[src/rtl/split_order_pkg.sv]
// Package: shared encodings for the split ordering controller.
// Assumes a single slave port and one downstream access at a time.
package split_order_pkg;

    typedef enum logic [1:0] {
        RESP_OKAY  = 2'b00,
        RESP_ERROR = 2'b01,
        RESP_RETRY = 2'b10,
        RESP_SPLIT = 2'b11
    } resp_e;

    typedef enum logic [2:0] {
        ST_IDLE,
        ST_FETCH,
        ST_HELD,
        ST_RETURN,
        ST_GRANT
    } ctl_state_e;

    typedef enum logic [1:0] {
        RP_NONE,
        RP_SPLIT_WAIT,
        RP_SPLIT_DONE,
        RP_OKAY
    } rphase_e;

endpackage

[src/rtl/split_order_fifo.sv]
// Module: ordered waiting queue of master identifiers.
// Holds up to NUM_MST identifiers in arrival order. It supports push at the
// tail, push at the head (locked accesses) and pop of the head, all in the
// same cycle. A membership vector tells the controller which masters are
// already waiting. Assumes MST_W bits are enough to index NUM_MST masters.
module split_order_fifo #(
    parameter int NUM_MST = 16,
    parameter int MST_W   = 4
) (
    input  logic               clk,
    input  logic               rst_n,
    input  logic               push,
    input  logic               push_front,
    input  logic [MST_W-1:0]   push_id,
    input  logic               pop,
    output logic [MST_W-1:0]   head_id,
    output logic               empty,
    output logic               full,
    output logic [NUM_MST-1:0] member
);
    localparam int CNT_W = $clog2(NUM_MST + 1);

    logic [MST_W-1:0]   slot  [NUM_MST];
    logic [MST_W-1:0]   nslot [NUM_MST];
    logic [CNT_W-1:0]   cnt, ncnt;
    logic [NUM_MST-1:0] mem_q, nmem;

    // Next-state: pop first, then insert at the tail or the head.
    always_comb begin
        nslot = slot;
        ncnt  = cnt;
        nmem  = mem_q;
        if (pop && cnt != '0) begin
            nmem[slot[0]] = 1'b0;
            for (int i = 0; i < NUM_MST - 1; i++) begin
                nslot[i] = slot[i+1];
            end
            nslot[NUM_MST-1] = '0;
            ncnt = cnt - 1'b1;
        end
        if (push && ncnt != CNT_W'(NUM_MST)) begin
            if (push_front) begin
                for (int i = NUM_MST - 1; i > 0; i--) begin
                    nslot[i] = nslot[i-1];
                end
                nslot[0] = push_id;
            end else begin
                for (int i = 0; i < NUM_MST; i++) begin
                    if (CNT_W'(i) == ncnt) nslot[i] = push_id;
                end
            end
            ncnt = ncnt + 1'b1;
            nmem[push_id] = 1'b1;
        end
    end

    // Register the queue contents, fill count and membership.
    always_ff @(posedge clk) begin
        if (!rst_n) begin
            cnt   <= '0;
            mem_q <= '0;
            for (int i = 0; i < NUM_MST; i++) slot[i] <= '0;
        end else begin
            cnt   <= ncnt;
            mem_q <= nmem;
            slot  <= nslot;
        end
    end

    assign head_id = slot[0];
    assign empty   = (cnt == '0);
    assign full    = (cnt == CNT_W'(NUM_MST));
    assign member  = mem_q;

endmodule

[src/rtl/split_release_pulse.sv]
// Module: registered one-hot split-release vector.
// Each bit is high for one cycle after the controller fires a release
// for that master. Assumes fire is never high in two consecutive cycles.
module split_release_pulse #(
    parameter int NUM_MST = 16,
    parameter int MST_W   = 4
) (
    input  logic               clk,
    input  logic               rst_n,
    input  logic               fire,
    input  logic [MST_W-1:0]   id,
    output logic [NUM_MST-1:0] rel
);
    for (genvar g = 0; g < NUM_MST; g++) begin : g_bit
        // One flop per master: raise the bit for a matching release.
        always_ff @(posedge clk) begin
            if (!rst_n) rel[g] <= 1'b0;
            else        rel[g] <= fire && (id == MST_W'(g));
        end
    end

endmodule

[src/rtl/split_order_ctl.sv]
// Module: slave-side controller of the split bridge.
// Decides for every accepted address phase whether it is forwarded,
// answered with SPLIT (and queued) or completed with OKAY. It sequences the
// downstream handshake and the release of masters. Assumes at most one
// address phase per cycle and that released masters eventually retry.
module split_order_ctl
    import split_order_pkg::*;
#(
    parameter int NUM_MST = 16,
    parameter int MST_W   = 4,
    parameter int ADDR_W  = 32,
    parameter int DATA_W  = 32
) (
    input  logic               clk,
    input  logic               rst_n,
    input  logic               s_sel,
    input  logic [MST_W-1:0]   s_mst,
    input  logic               s_write,
    input  logic               s_lock,
    input  logic [ADDR_W-1:0]  s_addr,
    input  logic [DATA_W-1:0]  s_wdata,
    output logic               s_ready,
    output logic [1:0]         s_resp,
    output logic [DATA_W-1:0]  s_rdata,
    output logic               d_req,
    output logic               d_write,
    output logic [ADDR_W-1:0]  d_addr,
    output logic [DATA_W-1:0]  d_wdata,
    input  logic               d_done,
    input  logic [DATA_W-1:0]  d_rdata,
    output logic               q_push,
    output logic               q_front,
    output logic [MST_W-1:0]   q_id,
    output logic               q_pop,
    input  logic               q_empty,
    input  logic [MST_W-1:0]   q_head,
    input  logic [NUM_MST-1:0] q_member,
    output logic               rel_fire,
    output logic [MST_W-1:0]   rel_id
);
    ctl_state_e        state;
    rphase_e           rph;
    logic [MST_W-1:0]  cur_id;
    logic [ADDR_W-1:0] cap_addr;
    logic              cap_wr;
    logic [DATA_W-1:0] cap_wdata;
    logic [DATA_W-1:0] rbuf;
    logic [DATA_W-1:0] rdata_q;

    logic acc, is_cur, known;
    logic serve_new, complete, split_rsp, enq;

    assign s_ready = (rph != RP_SPLIT_WAIT);
    assign s_resp  = (rph == RP_SPLIT_WAIT || rph == RP_SPLIT_DONE) ? RESP_SPLIT : RESP_OKAY;
    assign s_rdata = rdata_q;
    assign acc     = s_sel && s_ready;
    assign is_cur  = (s_mst == cur_id);
    assign known   = q_member[s_mst];

    // Classify the current address phase and decide on queue pops.
    always_comb begin
        serve_new = 1'b0;
        complete  = 1'b0;
        split_rsp = 1'b0;
        enq       = 1'b0;
        q_pop     = 1'b0;
        unique case (state)
            ST_IDLE: begin
                if (acc && (q_empty || s_lock)) begin
                    serve_new = 1'b1;
                end else begin
                    if (!q_empty) q_pop = 1'b1;
                    if (acc) begin
                        split_rsp = 1'b1;
                        enq       = !known;
                    end
                end
            end
            ST_GRANT: begin
                if (acc) begin
                    if (is_cur) serve_new = 1'b1;
                    else begin
                        split_rsp = 1'b1;
                        enq       = !known;
                    end
                end
            end
            ST_RETURN: begin
                if (acc) begin
                    if (is_cur) complete = 1'b1;
                    else begin
                        split_rsp = 1'b1;
                        enq       = !known;
                    end
                end
            end
            default: begin
                if (acc) begin
                    split_rsp = 1'b1;
                    enq       = !known && !is_cur;
                end
            end
        endcase
    end

    assign q_push   = enq;
    assign q_front  = s_lock;
    assign q_id     = s_mst;
    assign rel_fire = (state == ST_HELD) || q_pop;
    assign rel_id   = (state == ST_HELD) ? cur_id : q_head;

    // Sequence the access in service through fetch, release and return.
    always_ff @(posedge clk) begin
        if (!rst_n) begin
            state     <= ST_IDLE;
            cur_id    <= '0;
            cap_addr  <= '0;
            cap_wr    <= 1'b0;
            cap_wdata <= '0;
            rbuf      <= '0;
        end else begin
            unique case (state)
                ST_IDLE: begin
                    if (serve_new) begin
                        state  <= ST_FETCH;
                        cur_id <= s_mst;
                    end else if (q_pop) begin
                        state  <= ST_GRANT;
                        cur_id <= q_head;
                    end
                end
                ST_GRANT:  if (serve_new) state <= ST_FETCH;
                ST_FETCH: begin
                    if (d_done) begin
                        state <= ST_HELD;
                        rbuf  <= d_rdata;
                    end
                end
                ST_HELD:   state <= ST_RETURN;
                ST_RETURN: if (complete) state <= ST_IDLE;
                default:   state <= ST_IDLE;
            endcase
            if (serve_new) begin
                cap_addr  <= s_addr;
                cap_wr    <= s_write;
                cap_wdata <= s_wdata;
            end
        end
    end

    // Drive the response phase that follows each accepted address phase.
    always_ff @(posedge clk) begin
        if (!rst_n) begin
            rph     <= RP_NONE;
            rdata_q <= '0;
        end else begin
            if (rph == RP_SPLIT_WAIT)        rph <= RP_SPLIT_DONE;
            else if (serve_new || split_rsp) rph <= RP_SPLIT_WAIT;
            else if (complete)               rph <= RP_OKAY;
            else                             rph <= RP_NONE;
            rdata_q <= complete ? rbuf : '0;
        end
    end

    assign d_req   = (state == ST_FETCH);
    assign d_write = cap_wr;
    assign d_addr  = cap_addr;
    assign d_wdata = cap_wdata;

endmodule

[src/rtl/split_order_bridge.sv]
// Module: top of the split-transaction ordering bridge.
// Connects the controller, the ordered waiting queue and the release
// pulse generator. Assumes the arbiter honours s_split_rel and that the
// downstream side answers each d_req with one d_done pulse.
module split_order_bridge #(
    parameter int NUM_MST = 16,
    parameter int ADDR_W  = 32,
    parameter int DATA_W  = 32,
    localparam int MST_W  = (NUM_MST > 1) ? $clog2(NUM_MST) : 1
) (
    input  logic               clk,
    input  logic               rst_n,
    input  logic               s_sel,
    input  logic [MST_W-1:0]   s_mst,
    input  logic               s_write,
    input  logic               s_lock,
    input  logic [ADDR_W-1:0]  s_addr,
    input  logic [DATA_W-1:0]  s_wdata,
    output logic               s_ready,
    output logic [1:0]         s_resp,
    output logic [DATA_W-1:0]  s_rdata,
    output logic [NUM_MST-1:0] s_split_rel,
    output logic               d_req,
    output logic               d_write,
    output logic [ADDR_W-1:0]  d_addr,
    output logic [DATA_W-1:0]  d_wdata,
    input  logic               d_done,
    input  logic [DATA_W-1:0]  d_rdata
);
    logic               q_push, q_front, q_pop, q_empty, q_full;
    logic [MST_W-1:0]   q_id, q_head, rel_id;
    logic [NUM_MST-1:0] q_member;
    logic               rel_fire;

    split_order_ctl #(
        .NUM_MST(NUM_MST), .MST_W(MST_W), .ADDR_W(ADDR_W), .DATA_W(DATA_W)
    ) u_ctl (
        .clk(clk), .rst_n(rst_n),
        .s_sel(s_sel), .s_mst(s_mst), .s_write(s_write), .s_lock(s_lock),
        .s_addr(s_addr), .s_wdata(s_wdata),
        .s_ready(s_ready), .s_resp(s_resp), .s_rdata(s_rdata),
        .d_req(d_req), .d_write(d_write), .d_addr(d_addr), .d_wdata(d_wdata),
        .d_done(d_done), .d_rdata(d_rdata),
        .q_push(q_push), .q_front(q_front), .q_id(q_id), .q_pop(q_pop),
        .q_empty(q_empty), .q_head(q_head), .q_member(q_member),
        .rel_fire(rel_fire), .rel_id(rel_id)
    );

    split_order_fifo #(.NUM_MST(NUM_MST), .MST_W(MST_W)) u_fifo (
        .clk(clk), .rst_n(rst_n),
        .push(q_push), .push_front(q_front), .push_id(q_id), .pop(q_pop),
        .head_id(q_head), .empty(q_empty), .full(q_full), .member(q_member)
    );

    split_release_pulse #(.NUM_MST(NUM_MST), .MST_W(MST_W)) u_rel (
        .clk(clk), .rst_n(rst_n),
        .fire(rel_fire), .id(rel_id), .rel(s_split_rel)
    );

endmodule

[config.mk]
export PLATFORM = sky130hd
export DESIGN_NAME = split_order_bridge
export DESIGN_NICKNAME = d
export VERILOG_FILES = /design/src/rtl/split_order_pkg.sv /design/src/rtl/split_order_fifo.sv /design/src/rtl/split_release_pulse.sv /design/src/rtl/split_order_ctl.sv /design/src/rtl/split_order_bridge.sv
export SDC_FILE = /design/constraint.sdc
export NUM_CORES = 1
export LEC_CHECK = 0
export ABC_CLOCK_PERIOD_IN_PS = 4000
export BUFFER_PORTS_ARGS = -buffer_cell sky130_fd_sc_hd__buf_2
export CORE_ASPECT_RATIO = 2
export CORE_MARGIN = 2
export CORE_UTILIZATION = 55
export DETAILED_ROUTE_END_ITERATION = 8
export HOLD_SLACK_MARGIN = 0.08
export PLACE_DENSITY = 0.86
export SYNTH_ARGS = -nofsm -noshare
export SYNTH_HDL_FRONTEND = slang
export SYNTH_SLANG_ARGS = --single-unit
[constraint.sdc]
create_clock -name clk -period 4 [get_ports clk]
set_clock_uncertainty 0.15 [all_clocks]
set_input_delay 0.6 -clock clk [delete_from_list [all_inputs] [get_ports clk]]
set_output_delay 0.6 -clock clk [all_outputs]
set_load 0.03 [all_outputs]
==> results list, run 1 <==
- Cell with the largest stage delay on the worst path: sky130_fd_sc_hd__o211ai_4
- Kind of start point of the critical path: flip-flop
* Clock root cell: sky130_fd_sc_hd__clkbuf_16
- Diode count: 0
* Synthesized instance count: 1201
- Setup violations remaining at the end of the flow were counted as 0.
- First-pass GRT wire length: 45.7 mm
- The critical path starts at u_fifo.cnt[1]$_SDFF_PN0_.
- Cell with the most instances after synthesis: sky130_fd_sc_hd__dfxtp_1
- Cell family with the largest share of critical-path delay: compound AO/OA/AOI/OAI gates
- For the worst flop-to-flop path, the logic depth is 9.
* Total Neg Setup Slack: 0 ns
- When the netlist entered floorplanning its net count stood at 1311.
- Startpoint of the worst-slack reg-to-reg timing path: u_fifo.cnt[1]$_SDFF_PN0_
- Count of nets left with antenna violations after detail routing: 0
- The worst path needs 3.33 ns of the cycle, external delays included.
* Post-synthesis average cell area: 8.74 um2
- At the worst endpoint, the required time is 4.24 ns.
* Number of buffers on the longest clock path: 3
- Initial antenna violation count: 0
- Global routing consumed, over all layers together, 27.8% of the routing resources.
- Number of buffer and inverter instances along the worst setup path: 2
* Final global-route overflow total: 0
- The critical path runs through a total of 9 cells.
* Post-synth EDFFs: 0
- Clock slew seen by the registers of the worst setup and hold paths: 0.07 ns
- In this run the biggest area consumer among cell types represents 45.6% of the synthesized area.
- For this block, the initial DRC count from the detailed router was 737.
- Number of nets at the end of the flow: 1485
- Dominant cells by area after synthesis: sky130_fd_sc_hd__dfxtp_1, sky130_fd_sc_hd__a21oi_1, sky130_fd_sc_hd__nand2_1
* Routed WL: 28.3 mm
* Outcome: completed
- Setup repair after global routing left no endpoint under its margin.
- Setup slack of the worst register-to-register path: 0.67 ns
- The clock reaches the later pin of the worst-skew pair after 0.50 ns.
* Cell Area, Synth: 0.0105 mm2
- The number of global-route vias before repair is 9775.
* Critical Path Sink Type: flip-flop
- For this block, the via count after detailed routing is 9492.
- Starting density of the core: 56.0%
- In this run the number of H-tree levels came out at 1.
* Post-CTS Resized: 0
- After detailed routing, the average wire length per cell comes to 17.2 um.
* TritonCTS Sinks: 239
* Placement Cell Area: 0.0117 mm2
* Crit path arrival time: 3.57 ns
- Area Growth Syn to Fin: 17.6%
- The critical path goes through inv_1 > ha_1 > nor4b_4 > nor4_1 > o32a_1 > o211ai_4 > buf_4 > nor2_4 > mux2_4.
- At the pin with the least slew margin, the transition time is 1.13 ns.
* IO Count: 223
* Power density cells: 696 mW/mm2
* Maxcap violations: 0
* Die X-Extent: 102 um
* Peak clock frequency supported by timing: 301 MHz
- The post-route netlist has 25.7% of its cells at a drive strength greater than 1.
- sky130_fd_sc_hd__dfxtp_1 takes more of the synthesized area than any other cell.
- Die ar.: 0.0203 mm2
- At the end of routability-driven placement, the weighted congestion stood at 0.928.
* Relative slew margins: 24.3%
- Hold WC Path Type: input pin to flip-flop
* Final count of hold timing violations: 0
- Counting the buffers created by CTS gives 21.
- Critical register-to-register path endpoint: u_fifo.slot[21]$_SDFF_PN0_
* Maximum single-stage delay on the critical path: 0.50 ns
- TritonCTS built the clock tree.
- Final period utilization: 83.1%
- Minimum hold slack: 0.183 ns
- Number of detailed-routing iterations run before antenna repair: 5
- In this run, synthesis produced a sequential element count of 239.
* DRC violations left: 0
* Critical Setup Path Class: flip-flop to flip-flop
- Port buffering added 222 buffers.
- Post-synth cell types: 68
* Warnings from Yosys: 0
- Sorting the synthesized cells by how often they occur yields sky130_fd_sc_hd__dfxtp_1, sky130_fd_sc_hd__nand2_1, sky130_fd_sc_hd__a21oi_1, sky130_fd_sc_hd__nor2_1.
* Core footprint: 0.0187 mm2
* Sum of net half-perimeters after detailed placement: 19.6 mm
- Die boundary height: 199 um
- Final Max Tran Viols: 0
- Along the worst path, the maximum fanout reaches 11.
- Capture point of the critical path: u_fifo.slot[21]$_SDFF_PN0_
- Top flip-flop cell by instance count after synthesis: sky130_fd_sc_hd__dfxtp_1
- After synthesis, flip-flops and latches occupy 45.6% of the total area.
- After clock tree synthesis, the flow added hold-fix buffers numbering 0.
- Across the VDD grid, the largest voltage drop is 0.532 mV.
* Final instance area: 0.0123 mm2
- Entering global routing, the biggest net connects 83 pins.
* Number of core rows: 71
- FFs w/ async S/R, synth: 0%
- Routed vias/inst: 5.79
- Leak Pwr: 0.00513 uW
- In this run the post-CTS setup repair buffer count came out at 0.
-- report_power, final --
part | internal (uW) | total (uW) | switching, uW
Clock | 1020 | 1890 | 871
Sequential | 2740 | 3050 | 314
Combinational | 1360 | 3650 | 2290
-- layout by cell type (no fill, tap or decap), drive strengths merged, types with 10 or more instances in the layout --
cell type  count
buf          238
and2          33
inv           12
dfxtp        239
clkbuf        27
a31oi         18
nand4         10
o21ai         31
nand2        221
mux2i         65
nor2         118
mux2          56
nand3         20
a21oi        176
-- state kept, by name, indices dropped and copies added (netlist names) --
name and count:
u_fifo.member 16, u_fifo.head_id 4, u_ctl.state 3, u_ctl.rph 2
u_ctl.cur_id 4, u_ctl.rbuf 32, u_ctl.d_wdata 32, u_rel.rel 16
u_ctl.s_rdata 32, u_fifo.cnt 5, u_ctl.d_write 1, u_fifo.slot 60
u_ctl.d_addr 32
-- per-stage QoR --
step                      util, %  total power, uW  setup WS [ns]  instances
after floorplan                 -             5820           1.08       1201
after global placement       62.6             6550          0.673       1607
after detailed placement     62.6             6650          0.618       1607
after CTS                    65.8             8540          0.714       1639
after global routing         65.8             8990          0.461       1639
final                        65.8             8580          0.674       1639
-- layout make-up --
class / count / area (um2)
inverter: 11 / 43.8
tap: 255 / 319
clock inverter: 5 / 31.3
sequential: 239 / 4780
timing repair buffer: 238 / 1270
clock buffer: 27 / 578
fill: 1467 / 6400
multi-input combinational: 864 / 5310
-- per-layer routing --
layer  global-route usage (%)  part of all wire, %  vias up  routed length, um
met4                     15.1                  5.5        0               1550
met3                     5.56                  6.5      140               1840
met1                     27.4                   33     4453               9410
met5                        0                    0        -                  0
met2                     52.4                   55      438              15400
li1                         -                    -     4461                  -
-- worst min-delay path by stage --
stage | from | end | slack (ns) | cells past startpoint
finish | s_addr[29] | u_ctl.d_addr[29]$_SDFFE_PN0P_ | 0.18 | 3
global route | s_wdata[4] | u_ctl.d_wdata[4]$_SDFFE_PN0P_ | 0.18 | 3
CTS | s_addr[29] | u_ctl.d_addr[29]$_SDFFE_PN0P_ | 0.17 | 3
detailed placement | u_ctl.rbuf[17]$_SDFFE_PN0P_ | u_ctl.s_rdata[17]$_SDFF_PN0_ | 0.29 | 1
global placement | u_ctl.rbuf[20]$_SDFFE_PN0P_ | u_ctl.s_rdata[20]$_SDFF_PN0_ | 0.28 | 1
floorplan | u_ctl.rbuf[0]$_SDFFE_PN0P_ | u_ctl.s_rdata[0]$_SDFF_PN0_ | 0.28 | 1
-- logic make-up (layout without fill, tap and decap cells) --
family	count (synthesis)	in the layout	synth area share (%)
XOR/XNOR	8	8	0.668
buffers and inverters	98	281	3.91
AND/OR/NAND/NOR	455	455	20.1
flip-flops	239	239	45.6
adder cells (fa/ha/maj)	4	4	0.477
AO/OA/AOI/OAI	272	272	15.1
multiplexers	125	125	14.2
-- worst min-delay path: stages --
cell and delay, ns:
sky130_fd_sc_hd__buf_2 0.09, sky130_fd_sc_hd__nand2_1 0.05, sky130_fd_sc_hd__a21oi_1 0.05
Note: power is estimated with default switching activity, not from simulation.
==> inputs of run 2 (changes only) <==
--- a/config.mk
+++ b/config.mk
@@ -5,7 +5,7 @@
 export SDC_FILE = /design/constraint.sdc
 export NUM_CORES = 1
 export LEC_CHECK = 0
-export ABC_CLOCK_PERIOD_IN_PS = 4000
+export ABC_CLOCK_PERIOD_IN_PS = 3300
 export BUFFER_PORTS_ARGS = -buffer_cell sky130_fd_sc_hd__buf_2
 export CORE_ASPECT_RATIO = 2
 export CORE_MARGIN = 2
==> constraint.sdc (replaced) <==
create_clock -name clk -period 3.3 [get_ports clk]
set_clock_uncertainty 0.15 [all_clocks]
set_input_delay 0.495 -clock clk [delete_from_list [all_inputs] [get_ports clk]]
set_output_delay 0.495 -clock clk [all_outputs]
set_load 0.03 [all_outputs]
==> run 2 against run 1 <==
Against the previous run:
- sequential power grew 19%
- fmax increased by 6.1%
- worst hold slack got worse by 0.094 ns
- design area grew 5.4%
- via count grew 3.6%
- clock power grew 40%
- sequential share of layout area down 2.0 points
==> results list, run 2 (synthesized netlist as in run 1, its figures left out) <==
* Outcome: completed
- The number of primary I/O pins was 223 (unchanged).
- Count of nets left with antenna violations after detail routing: 0 (unchanged)
* Cell family with the largest share of critical-path delay: compound AO/OA/AOI/OAI gates
- Buffers inserted by post-CTS timing repair: 0 (unchanged)
- Core footprint: 0.0187 mm2 (unchanged)
- Relative to the synthesized area, the layout overhead comes to 24.0%.
- TritonCTS Sinks: 239 (unchanged)
- The most critical setup path has its startpoint at u_fifo.cnt[0]$_SDFF_PN0_.
- The first-pass iteration count of the detailed router was 5 (unchanged).
* Diode count: 0 (unchanged)
- The required time of the critical path is 3.54 ns (-0.70 ns).
- Relative slew margins: 22.6% (-1.7 points)
- The number of global-route vias before repair came to 10100 (+3.7%).
- The register area was 0.00478 mm2 (unchanged).
- The pin count of the biggest net entering global routing was 105 (+27%).
* Initial detailed-routing violation count: 627 (-15%)
- Period minus WS final: 3.13 ns (-0.192 ns)
* Number of nets at the end of the flow: 1545 (+4.0%)
- Number of core rows: 71 (unchanged)
- Biggest fanout along the worst timing path: 10 (-1)
* Final period utilization: 95.0% (+12 points)
- The leakage power was 0.00545 uW (+6.2%).
- The post-detailed-route via-to-cell ratio was 5.77 (-0.40%).
- Top library cells by usage in the layout, fill and taps aside: sky130_fd_sc_hd__dfxtp_1, sky130_fd_sc_hd__buf_2, sky130_fd_sc_hd__nand2_1, sky130_fd_sc_hd__a21oi_1, sky130_fd_sc_hd__nor2_1
- Clock tree from TritonCTS: yes
- Latest clock arrival within the worst-skew pair: 0.50 ns (about the same)
* Leading cell type in the layout, fill and taps excluded: sky130_fd_sc_hd__dfxtp_1
* Measured slew at the worst slew-check pin: 1.15 ns (+0.0247 ns)
- First-pass GRT wire length: 48.5 mm (+6.1%)
* Layout fillers: 1284 (-12%)
* Maxcap violations: 0 (unchanged)
- Power density cells: 841 mW/mm2 (+21%)
- Average wire per cell in the routed design: 18.2 um (+5.5%)
- The via total after detailed routing is 9829 (+3.6%).
- CP Cell Sequence: inv_1 > ha_1 > nor4b_4 > nor4_1 > o32a_1 > o211ai_4 > buf_4 > nor2_4 > mux2_4
* Clock root cell: sky130_fd_sc_hd__clkbuf_16
* Die ar.: 0.0203 mm2 (unchanged)
- Die X-Extent: 102 um (unchanged)
- The number of buffers added by the clock tree synthesis step came to 21 (unchanged).
- The number of buffer and inverter instances along the worst setup path came to 2 (unchanged).
- The data arrival time of the critical path came to 3.37 ns (-0.20 ns).
* Final instance area: 0.0130 mm2 (+5.4%)
- Ranked by flip-flop count, first place goes to u_fifo.slot.
- Die boundary height: 199 um (unchanged)
* Clock slew seen by the registers of the worst setup and hold paths: 0.07 ns (about the same)
- Hold WC Path Type: input pin to flip-flop
- The final core area utilization is 69.4% (+3.6 points).
* Peak clock frequency supported by timing: 319 MHz (+6.1%)
* Critical Path Sink Type: flip-flop
- The aggregate negative setup slack is 0 ns (unchanged).
- DRC violations left: 0 (unchanged)
- The placement-stage cell area came to 0.0119 mm2 (+1.1%).
- Maximum single-stage delay on the critical path: 0.50 ns (about the same)
- The total of buffers placed on input and output ports was 222 (unchanged).
* H-tree levels: 1 (unchanged)
- The global placement routability congestion was 0.909 (-2.1%).
- Maximum vdd ir drop: 0.838 mV (+57%)
* Routed WL: 31.0 mm (+9.7%)
- Total GRT Usage: 29.8% (+2.0 points)
* Cell with the largest stage delay on the worst path: sky130_fd_sc_hd__nor4b_4
- The setup path with the least slack is of type flip-flop to flip-flop.
- Multi-input logic area: 0.00531 mm2 (about the same)
- Flip-flop count of the largest register after layout: 60 (unchanged)
- Fraction of final layout cells with drive strength greater than 1: 25.8% (+0.16 points)
* Final global-route overflow total: 0 (unchanged)
- Final count of hold timing violations: 0 (unchanged)
- The worst hold path begins at s_wdata[25].
* Setup repair after global routing missed its margin: false
* Sum of net half-perimeters after detailed placement: 19.6 mm (-0.25%)
* Number of buffers on the longest clock path: 3 (unchanged)
* Finish-stage setup viols: 0 (unchanged)
- Final Max Tran Viols: 0 (unchanged)
- The worst setup path is launched from a flip-flop.
* Starting density of the core: 56.0% (unchanged)
* Initial antenna violation count: 0 (unchanged)
- The worst register-to-register path begins at u_fifo.cnt[0]$_SDFF_PN0_.
run 2: worst register-to-register path: cells and delay by family (launching register included):
| family | cells | cell delay, ns |
|---|---|---|
| compound gates | 2 | 0.90 |
| simple gates | 3 | 0.70 |
| buf+inv | 2 | 0.41 |
| flops | 1 | 0.31 |
| mux | 1 | 0.31 |
| fa+ha+maj | 1 | 0.24 |
run 2: path summary, 6_finish.rpt:
path / endpoint / slack [ns] / cells after the start
worst max-delay path: u_fifo.slot[38]$_SDFF_PN0_ / 0.17 / 9
worst min-delay path: u_ctl.d_wdata[25]$_SDFFE_PN0P_ / 0.09 / 3
worst max register to register: u_fifo.slot[38]$_SDFF_PN0_ / 0.17 / 9
worst min register to register: u_ctl.s_rdata[6]$_SDFF_PN0_ / 0.30 / 1
run 2: stage by stage:
step                      hold WS (ns)  worst slack, ns  total power [uW]  std cells
after floorplan                  0.280            0.412              7060       1201
after global placement           0.284            0.282              8070       1624
after detailed placement         0.292            0.171              8180       1624
after CTS                       0.0802            0.190             10800       1704
after global routing            0.0813           0.0270             11400       1704
final                           0.0883            0.166             10900       1704
run 2: final cells by class:
type                            instances  share of cell area, %
Sequential cell                       239                   36.8
Inverter                               11                  0.337
Clock inverter                          9                   1.17
Clock buffer                           28                   4.40
Multi-Input combinational cell        864                   40.8
Tap cell                              255                   2.45
Timing Repair Buffer                  298                   14.0
run 2: power breakdown:
group | internal [uW] | switching [uW]
sequential | 3320 | 328
clock | 1540 | 1100
combinational | 1780 | 2880
run 2: layer usage:
layer | vias to the layer above | GRT usage [%] | share of wire (%)
li1 | 4581 | - | -
met1 | 4657 | 28.9 | 33
met2 | 442 | 56.5 | 55
met3 | 149 | 5.63 | 6.1
met4 | 0 | 17.2 | 6.1
met5 | - | 0 | 0
run 2: repair_timing:
item | 4_1_cts | 5_1_grt
hold endpoints to repair | 43 | 0
resized for setup | 0 | 0
hold buffers | 43 | 0
